==> src/rtl/ckpt_pkg.sv <==
package ckpt_pkg;

  typedef enum logic [0:0] {ST_RUN, ST_UNDO} ctl_state_t;

  // Checkpoint numbers need room for the waiting window plus a guard range.
  function automatic int unsigned epoch_bits(input int unsigned max_pend);
    return $clog2(max_pend + 2) + 1;
  endfunction

  // Forward distance from b to a on a ring of 2**w checkpoint numbers.
  function automatic int unsigned ring_dist(input int unsigned a, input int unsigned b,
                                            input int unsigned w);
    int unsigned m;
    m = (32'd1 << w) - 32'd1;
    return (a - b) & m;
  endfunction

  // An entry is retired when its interval lies before the recovery point,
  // that is outside the window [rp, cur] on the ring.
  function automatic logic entry_retired(input int unsigned tag, input int unsigned rp,
                                         input int unsigned cur, input int unsigned w);
    return ring_dist(tag, rp, w) > ring_dist(cur, rp, w);
  endfunction

endpackage

==> src/rtl/ckpt_interval_timer.sv <==
module ckpt_interval_timer #(
  parameter int unsigned INTERVAL = 100000,
  parameter int unsigned MAX_PEND = 4,
  parameter int unsigned EW       = 4
) (
  input  logic          clk,
  input  logic          rst_n,
  input  logic          run_ok,
  input  logic          restart,
  input  logic          advance_rp,
  input  logic          rewind,
  output logic [EW-1:0] cur_epoch,
  output logic [EW-1:0] rp_epoch,
  output logic [EW-1:0] pend,
  output logic          ckpt_start
);
  localparam int unsigned CW = (INTERVAL > 2) ? $clog2(INTERVAL) : 1;
  localparam logic [CW-1:0] LAST = CW'(INTERVAL - 1);

  logic [CW-1:0] cnt;
  logic          room;
  logic          at_last;

  assign pend       = cur_epoch - rp_epoch;
  assign room       = pend < EW'(MAX_PEND);
  assign at_last    = cnt == LAST;
  assign ckpt_start = run_ok && at_last && room;

  always_ff @(posedge clk) begin
    if (!rst_n) begin
      cnt <= '0;
    end else if (restart) begin
      cnt <= '0;
    end else if (run_ok) begin
      if (!at_last)  cnt <= cnt + 1'b1;
      else if (room) cnt <= '0;
    end
  end

  always_ff @(posedge clk) begin
    if (!rst_n) begin
      cur_epoch <= '0;
      rp_epoch  <= '0;
    end else begin
      if (rewind)          cur_epoch <= rp_epoch;
      else if (ckpt_start) cur_epoch <= cur_epoch + 1'b1;
      if (advance_rp)      rp_epoch  <= rp_epoch + 1'b1;
    end
  end

  // the waiting window never exceeds its limit
  p_pend_limit_r5: assert property (@(posedge clk) disable iff (!rst_n)
    pend <= EW'(MAX_PEND));

  // the recovery point only ever steps by one
  p_rp_step_r6: assert property (@(posedge clk) disable iff (!rst_n)
    (rp_epoch != $past(rp_epoch)) |-> (rp_epoch == $past(rp_epoch) + EW'(1)));

  // outside a rollback, the current interval only ever steps by one
  p_epoch_step_r3: assert property (@(posedge clk) disable iff (!rst_n)
    (!$past(rewind) && cur_epoch != $past(cur_epoch))
      |-> (cur_epoch == $past(cur_epoch) + EW'(1)));

endmodule

==> src/rtl/ckpt_undo_log.sv <==
module ckpt_undo_log #(
  parameter int unsigned AW    = 4,
  parameter int unsigned DW    = 16,
  parameter int unsigned EW    = 4,
  parameter int unsigned DEPTH = 16
) (
  input  logic          clk,
  input  logic          rst_n,
  input  logic          push,
  input  logic [AW-1:0] push_addr,
  input  logic [DW-1:0] push_data,
  input  logic [EW-1:0] push_tag,
  input  logic          pop_newest,
  input  logic          drop_oldest,
  input  logic          clear,
  output logic [AW-1:0] new_addr,
  output logic [DW-1:0] new_data,
  output logic [EW-1:0] new_tag,
  output logic [EW-1:0] old_tag,
  output logic          empty,
  output logic          full
);
  localparam int unsigned IW = (DEPTH > 1) ? $clog2(DEPTH) : 1;
  localparam int unsigned CW = $clog2(DEPTH + 1);

  logic [AW-1:0] e_addr [DEPTH];
  logic [DW-1:0] e_data [DEPTH];
  logic [EW-1:0] e_tag  [DEPTH];

  logic [IW-1:0] head, tail, newest;
  logic [CW-1:0] count;

  function automatic logic [IW-1:0] idx_next(input logic [IW-1:0] i);
    return (i == IW'(DEPTH - 1)) ? '0 : i + 1'b1;
  endfunction

  function automatic logic [IW-1:0] idx_prev(input logic [IW-1:0] i);
    return (i == '0) ? IW'(DEPTH - 1) : i - 1'b1;
  endfunction

  assign newest   = idx_prev(head);
  assign new_addr = e_addr[newest];
  assign new_data = e_data[newest];
  assign new_tag  = e_tag[newest];
  assign old_tag  = e_tag[tail];
  assign empty    = count == '0;
  assign full     = count == CW'(DEPTH);

  always_ff @(posedge clk) begin
    if (push) begin
      e_addr[head] <= push_addr;
      e_data[head] <= push_data;
      e_tag[head]  <= push_tag;
    end
  end

  always_ff @(posedge clk) begin
    if (!rst_n || clear) begin
      head  <= '0;
      tail  <= '0;
      count <= '0;
    end else begin
      if (push)             head <= idx_next(head);
      else if (pop_newest)  head <= newest;
      if (drop_oldest)      tail <= idx_next(tail);
      count <= count + CW'(push) - CW'(pop_newest) - CW'(drop_oldest);
    end
  end

  // nothing is pushed into a full log
  p_no_overflow_r8: assert property (@(posedge clk) disable iff (!rst_n)
    push |-> !full);

  // entries leave only a non-empty log
  p_no_underflow_r9: assert property (@(posedge clk) disable iff (!rst_n)
    (pop_newest || drop_oldest) |-> !empty);

  // the undo side and the fill side never act together
  p_pop_push_excl_r7: assert property (@(posedge clk) disable iff (!rst_n)
    !(pop_newest && push));

endmodule

==> src/rtl/ckpt_word_store.sv <==
module ckpt_word_store #(
  parameter int unsigned AW = 4,
  parameter int unsigned DW = 16
) (
  input  logic          clk,
  input  logic          rst_n,
  input  logic          wr,
  input  logic [AW-1:0] wr_addr,
  input  logic [DW-1:0] wr_data,
  input  logic          restore,
  input  logic [AW-1:0] restore_addr,
  input  logic [DW-1:0] restore_data,
  input  logic          clear_marks,
  input  logic [AW-1:0] rd_addr,
  output logic [DW-1:0] rd_data,
  output logic [DW-1:0] prior_data,
  output logic          first_touch
);
  localparam int unsigned WORDS = 1 << AW;

  logic [DW-1:0]    mem [WORDS];
  logic [WORDS-1:0] touched;

  assign rd_data     = mem[rd_addr];
  assign prior_data  = mem[wr_addr];
  assign first_touch = !touched[wr_addr];

  always_ff @(posedge clk) begin
    if (!rst_n) begin
      for (int i = 0; i < WORDS; i++) mem[i] <= '0;
    end else if (restore) begin
      mem[restore_addr] <= restore_data;
    end else if (wr) begin
      mem[wr_addr] <= wr_data;
    end
  end

  always_ff @(posedge clk) begin
    if (!rst_n || clear_marks) touched <= '0;
    else if (wr)               touched[wr_addr] <= 1'b1;
  end

  // restore and normal write never share a cycle
  p_restore_excl_r7: assert property (@(posedge clk) disable iff (!rst_n)
    !(restore && wr));

endmodule

==> src/rtl/ckpt_undo_mem.sv <==
module ckpt_undo_mem #(
  parameter int unsigned ADDR_W    = 4,
  parameter int unsigned DATA_W    = 16,
  parameter int unsigned LOG_DEPTH = 16,
  parameter int unsigned MAX_PEND  = 4,
  parameter int unsigned INTERVAL  = 100000
) (
  input  logic              clk,
  input  logic              rst_n,
  input  logic              wr_en,
  input  logic [ADDR_W-1:0] wr_addr,
  input  logic [DATA_W-1:0] wr_data,
  output logic              wr_ready,
  input  logic [ADDR_W-1:0] rd_addr,
  output logic [DATA_W-1:0] rd_data,
  input  logic              validate,
  input  logic              fault,
  output logic              busy,
  output logic              ckpt_start
);
  import ckpt_pkg::*;

  localparam int unsigned EW = epoch_bits(MAX_PEND);

  ctl_state_t state;

  logic [EW-1:0]     cur_epoch, rp_epoch, pend;
  logic [ADDR_W-1:0] new_addr;
  logic [DATA_W-1:0] new_data, prior_data;
  logic [EW-1:0]     new_tag, old_tag;
  logic              log_empty, log_full, first_touch;

  // named internal events
  logic idle, wr_fire, fault_fire, val_fire, log_push;
  logic head_live, undo_step, undo_done, purge_fire, clear_marks;

  assign idle       = state == ST_RUN;
  assign busy       = !idle;
  assign wr_ready   = idle && !log_full;
  assign wr_fire    = wr_en && wr_ready && !fault;
  assign fault_fire = fault && idle;
  assign val_fire   = validate && idle && !fault && (pend != '0);
  assign log_push   = wr_fire && first_touch;

  assign head_live  = !log_empty &&
                      !entry_retired(32'(new_tag), 32'(rp_epoch), 32'(cur_epoch), EW);
  assign undo_step  = busy && head_live;
  assign undo_done  = busy && !head_live;
  assign purge_fire = idle && !log_empty &&
                      entry_retired(32'(old_tag), 32'(rp_epoch), 32'(cur_epoch), EW);
  assign clear_marks = ckpt_start || undo_done;

  always_ff @(posedge clk) begin
    if (!rst_n)          state <= ST_RUN;
    else if (fault_fire) state <= ST_UNDO;
    else if (undo_done)  state <= ST_RUN;
  end

  ckpt_interval_timer #(
    .INTERVAL (INTERVAL),
    .MAX_PEND (MAX_PEND),
    .EW       (EW)
  ) u_timer (
    .clk        (clk),
    .rst_n      (rst_n),
    .run_ok     (idle && !fault),
    .restart    (fault_fire || undo_done),
    .advance_rp (val_fire),
    .rewind     (undo_done),
    .cur_epoch  (cur_epoch),
    .rp_epoch   (rp_epoch),
    .pend       (pend),
    .ckpt_start (ckpt_start)
  );

  ckpt_undo_log #(
    .AW    (ADDR_W),
    .DW    (DATA_W),
    .EW    (EW),
    .DEPTH (LOG_DEPTH)
  ) u_log (
    .clk         (clk),
    .rst_n       (rst_n),
    .push        (log_push),
    .push_addr   (wr_addr),
    .push_data   (prior_data),
    .push_tag    (cur_epoch),
    .pop_newest  (undo_step),
    .drop_oldest (purge_fire),
    .clear       (undo_done),
    .new_addr    (new_addr),
    .new_data    (new_data),
    .new_tag     (new_tag),
    .old_tag     (old_tag),
    .empty       (log_empty),
    .full        (log_full)
  );

  ckpt_word_store #(
    .AW (ADDR_W),
    .DW (DATA_W)
  ) u_store (
    .clk          (clk),
    .rst_n        (rst_n),
    .wr           (wr_fire),
    .wr_addr      (wr_addr),
    .wr_data      (wr_data),
    .restore      (undo_step),
    .restore_addr (new_addr),
    .restore_data (new_data),
    .clear_marks  (clear_marks),
    .rd_addr      (rd_addr),
    .rd_data      (rd_data),
    .prior_data   (prior_data),
    .first_touch  (first_touch)
  );

  // an accepted fault makes the block busy at the next edge
  p_fault_busy_r7: assert property (@(posedge clk) disable iff (!rst_n)
    fault_fire |=> busy);

  // a finished rollback leaves nothing waiting and the block idle
  p_rollback_end_r10: assert property (@(posedge clk) disable iff (!rst_n)
    undo_done |=> (!busy && pend == '0 && log_empty));

  // while busy no write reaches the store
  p_busy_no_write_r8: assert property (@(posedge clk) disable iff (!rst_n)
    busy |-> !log_push && !wr_fire);

endmodule

==> config.mk <==
export PLATFORM = sky130hd
export DESIGN_NAME = ckpt_undo_mem
export DESIGN_NICKNAME = d
export VERILOG_FILES = /design/src/rtl/ckpt_pkg.sv /design/src/rtl/ckpt_interval_timer.sv /design/src/rtl/ckpt_undo_log.sv /design/src/rtl/ckpt_word_store.sv /design/src/rtl/ckpt_undo_mem.sv
export SDC_FILE = /design/constraint.sdc
export NUM_CORES = 1
export LEC_CHECK = 0
export BUFFER_PORTS_ARGS = -buffer_cell sky130_fd_sc_hd__buf_4
export CELL_PAD_IN_SITES_DETAIL_PLACEMENT = 0
export CELL_PAD_IN_SITES_GLOBAL_PLACEMENT = 1
export CORE_ASPECT_RATIO = 1.2
export CORE_MARGIN = 8
export CORE_UTILIZATION = 55
export DETAILED_ROUTE_END_ITERATION = 6
export PLACE_DENSITY_LB_ADDON = 0.1
export SLEW_MARGIN = 5
export SYNTH_ARGS = -nofsm -noshare
export SYNTH_HDL_FRONTEND = slang
export SYNTH_SLANG_ARGS = --single-unit
==> constraint.sdc <==
create_clock -name clk -period 9.1 [get_ports clk]
set_input_delay 0.91 -clock clk [delete_from_list [all_inputs] [get_ports clk]]
set_output_delay 0.91 -clock clk [all_outputs]
set_load 0.005 [all_outputs]
Word level (Yosys, flattened, before mapping). Memories as Yosys holds them, arrays and structs flattened. A register that Yosys moved wholly into a read port is not among the register bits. Index checks and enable logic that the tools add are counted.

Register bits: 55. Bits in latches: 0. Bits in writable memories: 640. Memory bits (read-only): 0. Input bits: 29. Output and inout port bits: 19. Word-level logic and storage cells: 109. Memories: 4.

Add/sub/neg operators: 13. Multiply operators: 0. Div/mod/pow operators: 0. $lt $le $gt $ge: 5. Eq/ne operators: 5. Shifts and indexed selects: 0. Muxes and demuxes: 33. Bitwise operators: 3. Reduce and logical (&&, ||, !) cells: 38.

Memories: u_log.e_data (depth 16, width 16, read ports 1, clocked after memory_dff 0, wr ports 1, line ckpt_undo_log.sv:27) `logic [DW-1:0] e_data [DEPTH];`; u_store.mem (depth 16, width 16, read ports 2, clocked after memory_dff 0, wr ports 16, line ckpt_word_store.sv:21) `logic [DW-1:0] mem [WORDS];`; u_log.e_addr (depth 16, width 4, read ports 1, clocked after memory_dff 0, wr ports 1, line ckpt_undo_log.sv:26) `logic [AW-1:0] e_addr [DEPTH];`; u_log.e_tag (depth 16, width 4, read ports 2, clocked after memory_dff 1, wr ports 1, line ckpt_undo_log.sv:28) `logic [EW-1:0] e_tag [DEPTH];`.

Operators by type and width (number): two-way mux 4 bit (11); two-way mux 17 bit (2); two-way mux 16 bit (2); OR reduction 16 bit (2); adder 17 x 1 -> 17 bit (second input constant) (1); equality test 17 bit (second input constant) (1); logical AND 1 bit (17); adder 4 x 1 -> 4 bit (second input constant) (4); two-way mux 1 bit (16); OR 16 bit (1); subtractor 4 bit (4); subtractor 5 x 1 -> 5 bit (2); equality test 4 bit (second input constant) (2); greater-than comparator 4 bit (2); logical NOT 1 bit (7); nonzero test 2 bit (3); adder 5 x 1 -> 5 bit (1); equality test 5 bit (second input constant) (1); logical NOT 5 bit (1); < comparator 4 x 5 -> 1 bit (second input constant) (1); binary-select mux 1 bit (select 4 bit) (1); demux 1 bit (select 4 bit) (1); >= comparator 4 x 1 -> 1 bit (second input constant) (1); logical NOT 4 bit (1); other kinds (8) (12).

Longest topological paths before layout. Gate-level depths: netlist of run 1. An unclocked memory read counts as a cell.

Depth after elaboration: 14. Gate-level depth with buffers: 31. Gate-level depth less buffers: 28.

Hierarchy. A second synthesis of run 1 with hierarchy kept.

Cells, all modules: 1975. Area, all modules: 32035.7 sq um.

By module, submodules not included: ckpt_undo_log (times used 1, cells an instance 747, area an instance 15849.0 sq um, seq. area each 11871.4 sq um); ckpt_word_store (times used 1, cells an instance 970, area an instance 14047.2 sq um, seq. area each 8007.7 sq um); ckpt_interval_timer (times used 1, cells an instance 179, area an instance 1476.4 sq um, seq. area each 500.5 sq um); ckpt_undo_mem (times used 1, cells an instance 79, area an instance 663.1 sq um, seq. area each 20.0 sq um).

Worst setup path after synthesis of run 1. Ideal clock, no wire load.

Kind: reg-to-reg. Start point: register u_log.head[0]. End point: memory u_store.mem[7][0] (enable). Library setup time: 0.436 ns. Arrival time: 7.258 ns. Required time: 8.664 ns. Slack: 1.407 ns. Cell stages (with the launch flop): 24. Period minus slack after synthesis: 7.693 ns. Cells stage by stage: dfxtp_1 clkbuf_1 inv_1 ha_1 or3b_1 nand2_1 clkbuf_1 buf_2 mux4_2 nand2_1 nand3_1 and2_1 ha_1 a21o_1 a21oi_1 xnor2_1 xnor2_1 ha_1 or3b_2 o21ai_1 a21o_1 buf_1 nand2_1 o41ai_1.

RTL lines: start: declaration (line ckpt_undo_log.sv:30) `logic [IW-1:0] head, tail, newest;`; start signal: assignment (line ckpt_undo_log.sv:63) `if (push) head <= idx_next(head);`; start signal: assignment (line ckpt_undo_log.sv:64) `else if (pop_newest) head <= newest;`; end: declaration (line ckpt_word_store.sv:21).

==> metrics.json, run 1 <==
{
  "run_status": {
    "outcome": "completed"
  },
  "setup_path": {
    "cp_slowest_stage_delay_ns": 0.89,
    "critical_path.top_delay_family": "compound AO/OA/AOI/OAI gates",
    "timing.critical_path.fanout_max": 47,
    "critical_path_class": "reg2reg",
    "critical_path.cell_chain": "inv_1, ha_4, clkinv_1, mux4_2, nand2_1, nand2_1, o21ai_0, ha_1, inv_1, a21o_1, a21oi_1, xnor2_1, xnor2_1, ha_1, or3b_2, o21ai_1, a21o_1, nand3_2, o31ai_4",
    "crit_start": "u_log.head[0]$_SDFFE_PP0P_",
    "cpMaxStageDelayCell": "sky130_fd_sc_hd__o31ai_4",
    "critPathCaptureType": "register",
    "timing.rr.start": "u_log.head[0]$_SDFFE_PP0P_",
    "timing.critical_path.required_ns": 9.32,
    "data_arrival_at_the_endpoint_of_the_critical_path_ns": 8.11,
    "start_kind": "register",
    "cp.buffers_inverters": 3
  },
  "yosys": {
    "yosys.area_share.simple_pct": 7.961,
    "synth.yosys.warnings": 0,
    "synth_compound_area_share_pct": 3.817,
    "synth_ff_type": "sky130_fd_sc_hd__edfxtp_1",
    "net_count_after_synthesis": 1970,
    "synth_enable_flop_cells": 640,
    "yosys_register_bits": 699,
    "syn-cell-area_mm2": 0.03216,
    "synth-async-reset-ratio_pct": 0,
    "yosysUniqueCellTypes": 71,
    "netlist_instances": 1904,
    "post_synth_fa_ha_maj_area_fraction_pct": 1.556,
    "synth.mux.area_fraction_pct": 20.18,
    "synth.avg_cell_area_um2": 16.89,
    "synth_xor_area_share_pct": 0.8716,
    "seq_area_frac_synth_pct": 63.44,
    "dominant_combinational_cell_family_by_area_after_synthesis": "multiplexers"
  },
  "clock_tree": {
    "cts_hold_repair.buffers": 0,
    "cts.clk_slew.worst_paths_ns": 0.06,
    "number_of_gates_resized_after_cts": 0,
    "cts_num_sinks": 699,
    "clock_tree.root_cell": "sky130_fd_sc_hd__clkbuf_16",
    "number_of_levels_in_the_clock_h_tree": 3,
    "cts_tree": "done",
    "insertion_delay_ns": 0.61,
    "clockBufferDepth": 3,
    "numCtsBuffers": 71,
    "post-cts-setup-buffers": 0
  },
  "layout": {
    "finalInstanceArea_mm2": 0.03583,
    "fraction_of_final_layout_cells_with_drive_strength_greater_than_1_pct": 29.44,
    "syn2layout_area_growth_pct": 11.42,
    "final_common_cell": "sky130_fd_sc_hd__edfxtp_1",
    "final_nets": 1993,
    "num_antenna_cells": 0,
    "layout_common_cells": "640 x sky130_fd_sc_hd__edfxtp_1, 277 x sky130_fd_sc_hd__mux4_2, 190 x sky130_fd_sc_hd__nor2_1"
  },
  "timing": {
    "finalHoldViolCount": 0,
    "layout_setup_ws_ns": 1.211,
    "grt_setup_unrepaired": "no",
    "clock.fmax_mhz": 126.8,
    "final-setup-viol-count": 0,
    "max_slew_margin_pct": 21.55,
    "timing.final.crit_period_ns": 7.889,
    "finalSetupTns_ns": 0,
    "fin_skew_ns": 0.01935,
    "worst_slew_pin_slew_ns": 1.159,
    "timing.final.crit_share_pct": 86.70,
    "timing_max_transition_violations_final": 0
  },
  "min_path": {
    "min-delay-path-class": "reg2reg",
    "holdCritStartpoint": "u_store.touched[10]$_SDFFE_PP0P_"
  },
  "detailed_routing": {
    "detail_route.wirelength_um": 77720,
    "postRouteAntennaNets": 0,
    "detailedRoute.firstPassIterationCount": 5,
    "vias_per_cell": 6.568,
    "routed_wire_length_per_instance_um": 28.58,
    "post-route-drc-count": 0,
    "initialDrtViolationCount": 1719,
    "dr_total_vias": 17860
  },
  "global_route": {
    "met1_usage_pct": 34.19,
    "track_usage_pct": 23.57,
    "global_route.peak_usage_layer": "met2",
    "antenna_violations_before_repair": 5,
    "grt_start_max_net_pins": 70,
    "grt_pass1_vias": 17930,
    "overflow": 0,
    "grt_first_pass_wirelength_um": 116500,
    "global_route.usage.met3_pct": 3.717,
    "gr-usage-met2_pct": 37.29
  },
  "job": {
    "timing.max_cap.violations": 0
  },
  "place": {
    "gp_congestion": 0.8224,
    "place_hpwl_um": 49820,
    "place_ws_ns": 1.132,
    "detailed_place.area_mm2": 0.03358,
    "port-buffer-count": 47
  },
  "floorplan": {
    "floorplan.initialDensity_pct": 55.31,
    "io_pins": 48,
    "chipHeight_um": 280.9,
    "die_x_um": 236.7,
    "core_area_mm2": 0.05813,
    "die_area_mm2": 0.06649,
    "std_cell_rows": 97
  },
  "power": {
    "swShare_pct": 39.45,
    "power.static_leakage_uw": 0.01131,
    "p_total_uw": 11060,
    "powerDensity_mw_per_mm2": 308.7,
    "net_switching_power_uw": 4364,
    "power.internal_uw": 6698,
    "clkPwrFrac_pct": 25.8,
    "ir_drop_v": 0.0002361,
    "share_comb_of_total_power_pct": 38.6,
    "seqPwrFrac_pct": 35.6
  }
}
[metrics by stage]
step                std cells  hold slack, ns  utilization, %
floorplan                1904          0.4315               -
global placement         2596          0.4439           57.76
detailed placement       2596          0.4546           57.76
CTS                      2719          0.4678           61.63
global route             2719          0.4892           61.63
finish                   2719          0.4657           61.63
[power groups by stage]
| stage | clock network, uW | registers [uW] | logic (uW) |
|---|---|---|---|
| after CTS | 2900 | 3940 | 4260 |
| after global routing | 3030 | 3960 | 4590 |
| after global placement | 0 | 3990 | 4170 |
| after floorplan | 0 | 3930 | 2850 |
| final | 2860 | 3940 | 4270 |
| after detailed placement | 0 | 4010 | 4250 |
[kinds of logic (layout without fill, tap and decap cells)]
family | after synthesis | after routing
flops | 699 | 699
simple gates | 502 | 502
mux | 302 | 302
compound gates | 166 | 166
buf+inv | 166 | 239
fa+ha+maj | 37 | 37
xor+xnor | 32 | 32
[sequential cells by signal, summed over array words and instances, names as in the netlist, named ones only]
name               cells
u_log.e_data         256
busy                   1
u_log.e_tag           64
u_log.count            5
u_timer.cur_epoch      4
u_log.head             4
u_timer.cnt           17
u_store.touched       16
u_timer.rp_epoch       4
u_log.e_addr          64
u_log.tail             4
u_store.mem          256
[synth_stat cells, types with 5 or more instances]
cell | count | area (um^2)
sky130_fd_sc_hd__edfxtp_1 | 640 | 19220
sky130_fd_sc_hd__mux4_2 | 277 | 6238
sky130_fd_sc_hd__nor2_1 | 202 | 758.2
sky130_fd_sc_hd__nor3_1 | 103 | 515.5
sky130_fd_sc_hd__clkbuf_1 | 86 | 322.8
sky130_fd_sc_hd__dfxtp_1 | 59 | 1181
sky130_fd_sc_hd__nand2_1 | 54 | 202.7
sky130_fd_sc_hd__nor3_2 | 40 | 400.4
sky130_fd_sc_hd__ha_1 | 32 | 400.4
sky130_fd_sc_hd__inv_1 | 28 | 105.1
sky130_fd_sc_hd__o21ai_0 | 27 | 135.1
sky130_fd_sc_hd__a21oi_1 | 26 | 130.1
sky130_fd_sc_hd__xnor2_1 | 26 | 227.7
sky130_fd_sc_hd__buf_1 | 25 | 93.84
sky130_fd_sc_hd__mux2i_1 | 25 | 250.2
sky130_fd_sc_hd__and2_1 | 20 | 125.1
sky130_fd_sc_hd__a22oi_1 | 17 | 127.6
sky130_fd_sc_hd__buf_2 | 17 | 85.08
sky130_fd_sc_hd__nand3_1 | 17 | 85.08
sky130_fd_sc_hd__o21bai_2 | 16 | 180.2
sky130_fd_sc_hd__o21ai_2 | 15 | 131.4
sky130_fd_sc_hd__o31ai_1 | 12 | 90.09
sky130_fd_sc_hd__a31oi_1 | 11 | 68.82
sky130_fd_sc_hd__and3_1 | 10 | 62.56
sky130_fd_sc_hd__nor2b_1 | 9 | 56.30
sky130_fd_sc_hd__nand2b_1 | 8 | 50.05
sky130_fd_sc_hd__nand4_1 | 7 | 43.79
sky130_fd_sc_hd__buf_6 | 6 | 67.56
sky130_fd_sc_hd__nor3b_1 | 6 | 45.04
sky130_fd_sc_hd__xor2_1 | 6 | 52.55
sky130_fd_sc_hd__fa_1 | 5 | 100.1
sky130_fd_sc_hd__o21a_1 | 5 | 37.54
[layout make-up]
| type | instances | area (um^2) |
|---|---|---|
| Tap cell | 742 | 928.4 |
| Multi-Input combinational cell | 1039 | 11490 |
| Inverter | 29 | 108.9 |
| Fill cell | 4184 | 22300 |
| Clock inverter | 38 | 390.4 |
| Timing Repair Buffer | 87 | 653.1 |
| Clock buffer | 85 | 1861 |
| Sequential cell | 699 | 20400 |
[path summary, 6_finish.rpt]
path	cells past startpoint	slack [ns]	end
worst max register to register	19	1.21	u_store.mem[2][3]$_SDFFCE_PN0P_
worst max-delay path	19	1.21	u_store.mem[2][3]$_SDFFCE_PN0P_
worst min register to register	2	0.47	u_store.touched[10]$_SDFFE_PP0P_
worst min-delay path	2	0.47	u_store.touched[10]$_SDFFE_PP0P_
[metal layers]
layer	routed length [um]	vias up	share of wire, %
li1	-	7714	-
met1	33250	9372	43
met2	37450	674	48
met3	5428	98	7.0
met4	1589	0	2.0
met5	0	-	0
[worst min-delay path, stage by stage, from the launching register on]
cell	delay, ns
sky130_fd_sc_hd__dfxtp_1	0.32
sky130_fd_sc_hd__a21oi_1	0.04
sky130_fd_sc_hd__nor2_1	0.07
Note: power is estimated with default switching activity, not from simulation.
==> inputs of run 2 (changes only) <==
- CORE_UTILIZATION: 55 -> 50
- SETUP_SLACK_MARGIN: not set -> 0.5
- TNS_END_PERCENT: not set -> 20
==> metrics.json, run 2 (same netlist as run 1, synthesis figures left out) <==
{
  "run_status": {
    "outcome": "completed"
  },
  "place": {
    "place_ws_ns": 1.590,
    "detailed_place.area_mm2": 0.03373,
    "gp_congestion": 0.7998,
    "place_hpwl_um": 52210,
    "port-buffer-count": 47
  },
  "setup_path": {
    "r2r_cells": 23,
    "cpMaxStageDelayCell": "sky130_fd_sc_hd__clkinv_1",
    "cp.buffers_inverters": 7,
    "critical_path.top_delay_family": "buffers and inverters",
    "cp_num_cells": 23,
    "cp_slowest_stage_delay_ns": 0.79,
    "timing.critical_path.required_ns": 9.39,
    "critical_path.cell_chain": "inv_1, ha_4, clkinv_1, mux4_2, nand2_1, nand2_1, o21ai_0, ha_1, inv_1, a21o_1, a21oi_1, xnor2_1, xnor2_1, ha_1, or3b_2, o21ai_1, buf_4, a21o_1, buf_4, nand3_2, buf_4, o31ai_4, buf_4",
    "timing.critical_path.mode_cell": "sky130_fd_sc_hd__buf_4",
    "critPathCaptureType": "register",
    "start_kind": "register",
    "timing.critical_path.fanout_max": 36,
    "data_arrival_at_the_endpoint_of_the_critical_path_ns": 7.80,
    "critical_path_class": "reg2reg"
  },
  "detailed_routing": {
    "initialDrtViolationCount": 1846,
    "postRouteAntennaNets": 0,
    "routed_wire_length_per_instance_um": 29.29,
    "dr_total_vias": 18010,
    "detailedRoute.firstPassIterationCount": 5,
    "post-route-drc-count": 0,
    "vias_per_cell": 6.382,
    "detail_route.wirelength_um": 82620
  },
  "clock_tree": {
    "cts.clk_slew.worst_paths_ns": 0.06,
    "insertion_delay_ns": 0.60,
    "clockBufferDepth": 3,
    "number_of_levels_in_the_clock_h_tree": 3,
    "number_of_gates_resized_after_cts": 0,
    "cts_num_sinks": 699,
    "post-cts-setup-buffers": 0,
    "cts_hold_repair.buffers": 0,
    "cts_tree": "done",
    "clock_tree.root_cell": "sky130_fd_sc_hd__clkbuf_16",
    "numCtsBuffers": 72
  },
  "timing": {
    "layout_setup_ws_ns": 1.592,
    "timing.final.crit_share_pct": 82.51,
    "timing.final.crit_period_ns": 7.508,
    "clock.fmax_mhz": 133.2,
    "timing_max_transition_violations_final": 0,
    "worst_slew_pin_slew_ns": 1.234,
    "finalHoldViolCount": 0,
    "finalSetupTns_ns": 0,
    "grt_setup_unrepaired": "no",
    "fin_skew_ns": 0.01922,
    "max_slew_margin_pct": 17.15,
    "final-setup-viol-count": 0
  },
  "global_route": {
    "track_usage_pct": 23.19,
    "overflow": 0,
    "antenna_violations_before_repair": 3,
    "grt_start_max_net_pins": 65,
    "grt_pass1_vias": 18540,
    "grt_first_pass_wirelength_um": 123300
  },
  "layout": {
    "reg_top3": "u_log.e_data (256), u_store.mem (256)",
    "fraction_of_final_layout_cells_with_drive_strength_greater_than_1_pct": 29.98,
    "layout_common_cells": "640 x sky130_fd_sc_hd__edfxtp_1, 277 x sky130_fd_sc_hd__mux4_2, 190 x sky130_fd_sc_hd__nor2_1",
    "final_common_cell": "sky130_fd_sc_hd__edfxtp_1",
    "syn2layout_area_growth_pct": 12.21,
    "final_nets": 1999,
    "finalInstanceArea_mm2": 0.03608
  },
  "floorplan": {
    "floorplan.initialDensity_pct": 50.19,
    "core_area_mm2": 0.06407,
    "io_pins": 48,
    "std_cell_rows": 102,
    "die_area_mm2": 0.07272,
    "chipHeight_um": 293.8,
    "die_x_um": 247.5
  },
  "power": {
    "ir_drop_v": 0.0002967,
    "power.static_leakage_uw": 0.01141,
    "powerDensity_mw_per_mm2": 314.1
  },
  "min_path": {
    "hold_path_depth": 2,
    "min-delay-path-class": "reg2reg"
  },
  "job": {
    "timing.max_cap.violations": 0
  }
}
-- run 2: cell types whose count changed in the layout (fill, tap and decap cells not counted), moves of 2 or more --
cell                        before  now
sky130_fd_sc_hd__clkbuf_16      72   75
sky130_fd_sc_hd__clkinv_2        8   15
sky130_fd_sc_hd__inv_6           2    5
sky130_fd_sc_hd__clkinv_8        3    0
sky130_fd_sc_hd__bufinv_16       6    8
sky130_fd_sc_hd__clkinv_1       15   12
sky130_fd_sc_hd__buf_4          87   92
-- run 2: layout make-up --
cell class	count	area, um^2
Tap cell	832	1041
Fill cell	4969	27980
Clock buffer	88	1936
Multi-Input combinational cell	1039	11490
Sequential cell	699	20400
Antenna cell	1	2.502
Clock inverter	41	415.4
Timing Repair Buffer	92	690.7
Inverter	29	108.9
-- run 2: worst paths after layout --
path	startpoint	end	slack (ns)
setup reg to reg	u_log.head[0]$_SDFFE_PP0P_	u_store.mem[2][3]$_SDFFCE_PN0P_	1.59
hold / removal	u_store.touched[15]$_SDFFE_PP0P_	u_store.touched[15]$_SDFFE_PP0P_	0.46
hold reg to reg	u_store.touched[15]$_SDFFE_PP0P_	u_store.touched[15]$_SDFFE_PP0P_	0.46
setup / recovery	u_log.head[0]$_SDFFE_PP0P_	u_store.mem[2][3]$_SDFFCE_PN0P_	1.59
-- run 2: stage by stage --
step / std cells / utilization (%) / total power [uW] / hold slack [ns]
after floorplan: 1904 / - / 6777 / 0.4315
after global placement: 2691 / 52.65 / 8339 / 0.4425
after detailed placement: 2691 / 52.65 / 8411 / 0.4539
after CTS: 2820 / 56.32 / 11390 / 0.4655
after global routing: 2820 / 56.32 / 11830 / 0.4876
final: 2821 / 56.32 / 11330 / 0.4614
-- run 2: metal layers --
metal | part of all wire, % | track usage [%]
met3 | 6.6 | 3.649
met4 | 2.6 | 7.025
met5 | 0.016 | 0
met2 | 51 | 39.43
met1 | 40 | 30.68
-- run 2: worst min-delay path, cell delays in order (launching register included) --
cell                      delay, ns
sky130_fd_sc_hd__dfxtp_1       0.32
sky130_fd_sc_hd__a31oi_1       0.04
sky130_fd_sc_hd__nor2_1        0.07
-- run 2: report_power, final --
group / internal [uW] / switching, uW
registers: 3800 / 144
clock network: 1740 / 1240
logic: 1300 / 3110
==> inputs of run 3 (changes only) <==
- clock period: 9.1 -> 7.5 ns (I/O delays scaled with it)
==> metrics.json, run 3 (same netlist as run 1, synthesis figures left out) <==
{
  "run_status": {
    "outcome": "completed"
  },
  "timing": {
    "timing.final.crit_period_ns": 6.661,
    "clock.fmax_mhz": 150.1,
    "finalHoldViolCount": 0,
    "fin_skew_ns": 0.02501,
    "timing.final.crit_share_pct": 88.82,
    "layout_setup_ws_ns": 0.8388,
    "timing_max_transition_violations_final": 0,
    "max_slew_margin_pct": 11.73,
    "grt_setup_unrepaired": "no",
    "worst_slew_pin_slew_ns": 1.310,
    "final-setup-viol-count": 0
  },
  "global_route": {
    "gr-usage-met2_pct": 42.08,
    "global_route.usage.met3_pct": 3.477,
    "grt_pass1_vias": 18930,
    "grt_first_pass_wirelength_um": 126100,
    "antenna_violations_before_repair": 1,
    "grt_start_max_net_pins": 102,
    "overflow": 0,
    "met1_usage_pct": 30.29,
    "global_route.peak_usage_layer": "met2",
    "track_usage_pct": 23.97
  },
  "clock_tree": {
    "clockBufferDepth": 3,
    "cts_tree": "done",
    "cts.clk_slew.worst_paths_ns": 0.06,
    "cts_num_sinks": 699,
    "number_of_levels_in_the_clock_h_tree": 3,
    "post-cts-setup-buffers": 0,
    "clock_tree.root_cell": "sky130_fd_sc_hd__clkbuf_16",
    "insertion_delay_ns": 0.61,
    "numCtsBuffers": 71
  },
  "layout": {
    "final_common_cell": "sky130_fd_sc_hd__edfxtp_1",
    "reg_top3": "u_log.e_data (256), u_store.mem (256)",
    "layout_common_cells": "640 x sky130_fd_sc_hd__edfxtp_1, 277 x sky130_fd_sc_hd__mux4_2, 190 x sky130_fd_sc_hd__nor2_1",
    "num_antenna_cells": 0,
    "fin_util_pct": 56.46,
    "final_nets": 2010,
    "finalInstanceArea_mm2": 0.03617,
    "fraction_of_final_layout_cells_with_drive_strength_greater_than_1_pct": 30.08,
    "syn2layout_area_growth_pct": 12.49
  },
  "detailed_routing": {
    "initialDrtViolationCount": 1945,
    "postRouteAntennaNets": 0,
    "detailedRoute.firstPassIterationCount": 5,
    "detail_route.wirelength_um": 86260,
    "dr_total_vias": 18170,
    "vias_per_cell": 6.419,
    "routed_wire_length_per_instance_um": 30.48,
    "post-route-drc-count": 0
  },
  "floorplan": {
    "chipHeight_um": 293.8,
    "core_area_mm2": 0.06407,
    "die_area_mm2": 0.07272,
    "io_pins": 48,
    "floorplan.initialDensity_pct": 50.19,
    "std_cell_rows": 102,
    "die_x_um": 247.5
  },
  "place": {
    "gp_congestion": 0.8041,
    "place_hpwl_um": 51230,
    "place_ws_ns": 0.8590,
    "port-buffer-count": 47,
    "detailed_place.area_mm2": 0.03389
  },
  "setup_path": {
    "reg2reg_setup_slack_ns": 0.84,
    "critical_path_class": "reg2reg",
    "timing.critical_path.required_ns": 7.77,
    "r2r_cells": 21,
    "critPathCaptureType": "register",
    "timing.critical_path.fanout_max": 28,
    "data_arrival_at_the_endpoint_of_the_critical_path_ns": 6.93,
    "start_kind": "register"
  },
  "power": {
    "powerDensity_mw_per_mm2": 375.9,
    "power.static_leakage_uw": 0.01143,
    "ir_drop_v": 0.0006141,
    "p_total_uw": 13600
  },
  "min_path": {
    "hold_path_depth": 2,
    "min-delay-path-class": "reg2reg"
  },
  "job": {
    "timing.max_cap.violations": 0
  }
}
[run 3: power by group]
part | total [uW] | internal, uW | switching (uW)
combinational | 5300 | 1590 | 3710
clock | 3520 | 2030 | 1480
sequential | 4780 | 4610 | 172
[run 3: metrics by stage]
step                      hold slack (ns)  setup TNS, ns  instances
final                              0.4714              0       2830
after global routing               0.4973              0       2830
after CTS                          0.4726              0       2830
after detailed placement           0.4571              0       2703
after global placement             0.4414              0       2703
after floorplan                    0.4315         -6.185       1904
[run 3: layout make-up]
cell class / instances / area [um^2]
timing repair buffer: 104 / 830.8
sequential: 699 / 20400
fill: 5003 / 27890
clock inverter: 36 / 336.6
tap: 832 / 1041
multi-input combinational: 1039 / 11520
inverter: 29 / 108.9
clock buffer: 91 / 1937
[run 3: path summary, 6_finish.rpt]
check | to | startpoint
worst max-delay path | u_store.mem[9][7]$_SDFFCE_PN0P_ | u_log.head[0]$_SDFFE_PP0P_
worst min-delay path | u_store.touched[2]$_SDFFE_PP0P_ | u_store.touched[2]$_SDFFE_PP0P_
worst max register to register | u_store.mem[9][7]$_SDFFCE_PN0P_ | u_log.head[0]$_SDFFE_PP0P_
worst min register to register | u_store.touched[2]$_SDFFE_PP0P_ | u_store.touched[2]$_SDFFE_PP0P_
[run 3: timing repair]
action	4_1_cts	5_1_grt
endpoints found under the setup margin	0	32
hold buffers	0	0
resized for setup	0	1
[run 3: critical path, stage by stage, from the launching register on]
cell,delay (ns)
sky130_fd_sc_hd__dfxtp_1,0.57
sky130_fd_sc_hd__inv_1,0.22
sky130_fd_sc_hd__ha_4,0.51
sky130_fd_sc_hd__clkinv_1,0.57
sky130_fd_sc_hd__buf_4,0.38
sky130_fd_sc_hd__mux4_2,0.29
sky130_fd_sc_hd__nand2_1,0.09
sky130_fd_sc_hd__nand3_1,0.09
sky130_fd_sc_hd__and2_1,0.20
sky130_fd_sc_hd__ha_1,0.28
sky130_fd_sc_hd__a21o_1,0.16
sky130_fd_sc_hd__a21oi_1,0.17
sky130_fd_sc_hd__xnor2_1,0.15
sky130_fd_sc_hd__xnor2_1,0.11
sky130_fd_sc_hd__ha_1,0.24
sky130_fd_sc_hd__or3b_2,0.46
sky130_fd_sc_hd__o21ai_1,0.21
sky130_fd_sc_hd__a21o_1,0.39
sky130_fd_sc_hd__nand3_2,0.29
sky130_fd_sc_hd__buf_4,0.35
sky130_fd_sc_hd__o31ai_4,0.20
sky130_fd_sc_hd__buf_4,0.36
[run 3: routing by layer]
layer	share of wire (%)	up-vias	routed length, um
li1	-	7757	-
met1	38	9613	32870
met2	52	646	45260
met3	6.4	149	5542
met4	3.0	0	2587
met5	0	-	0
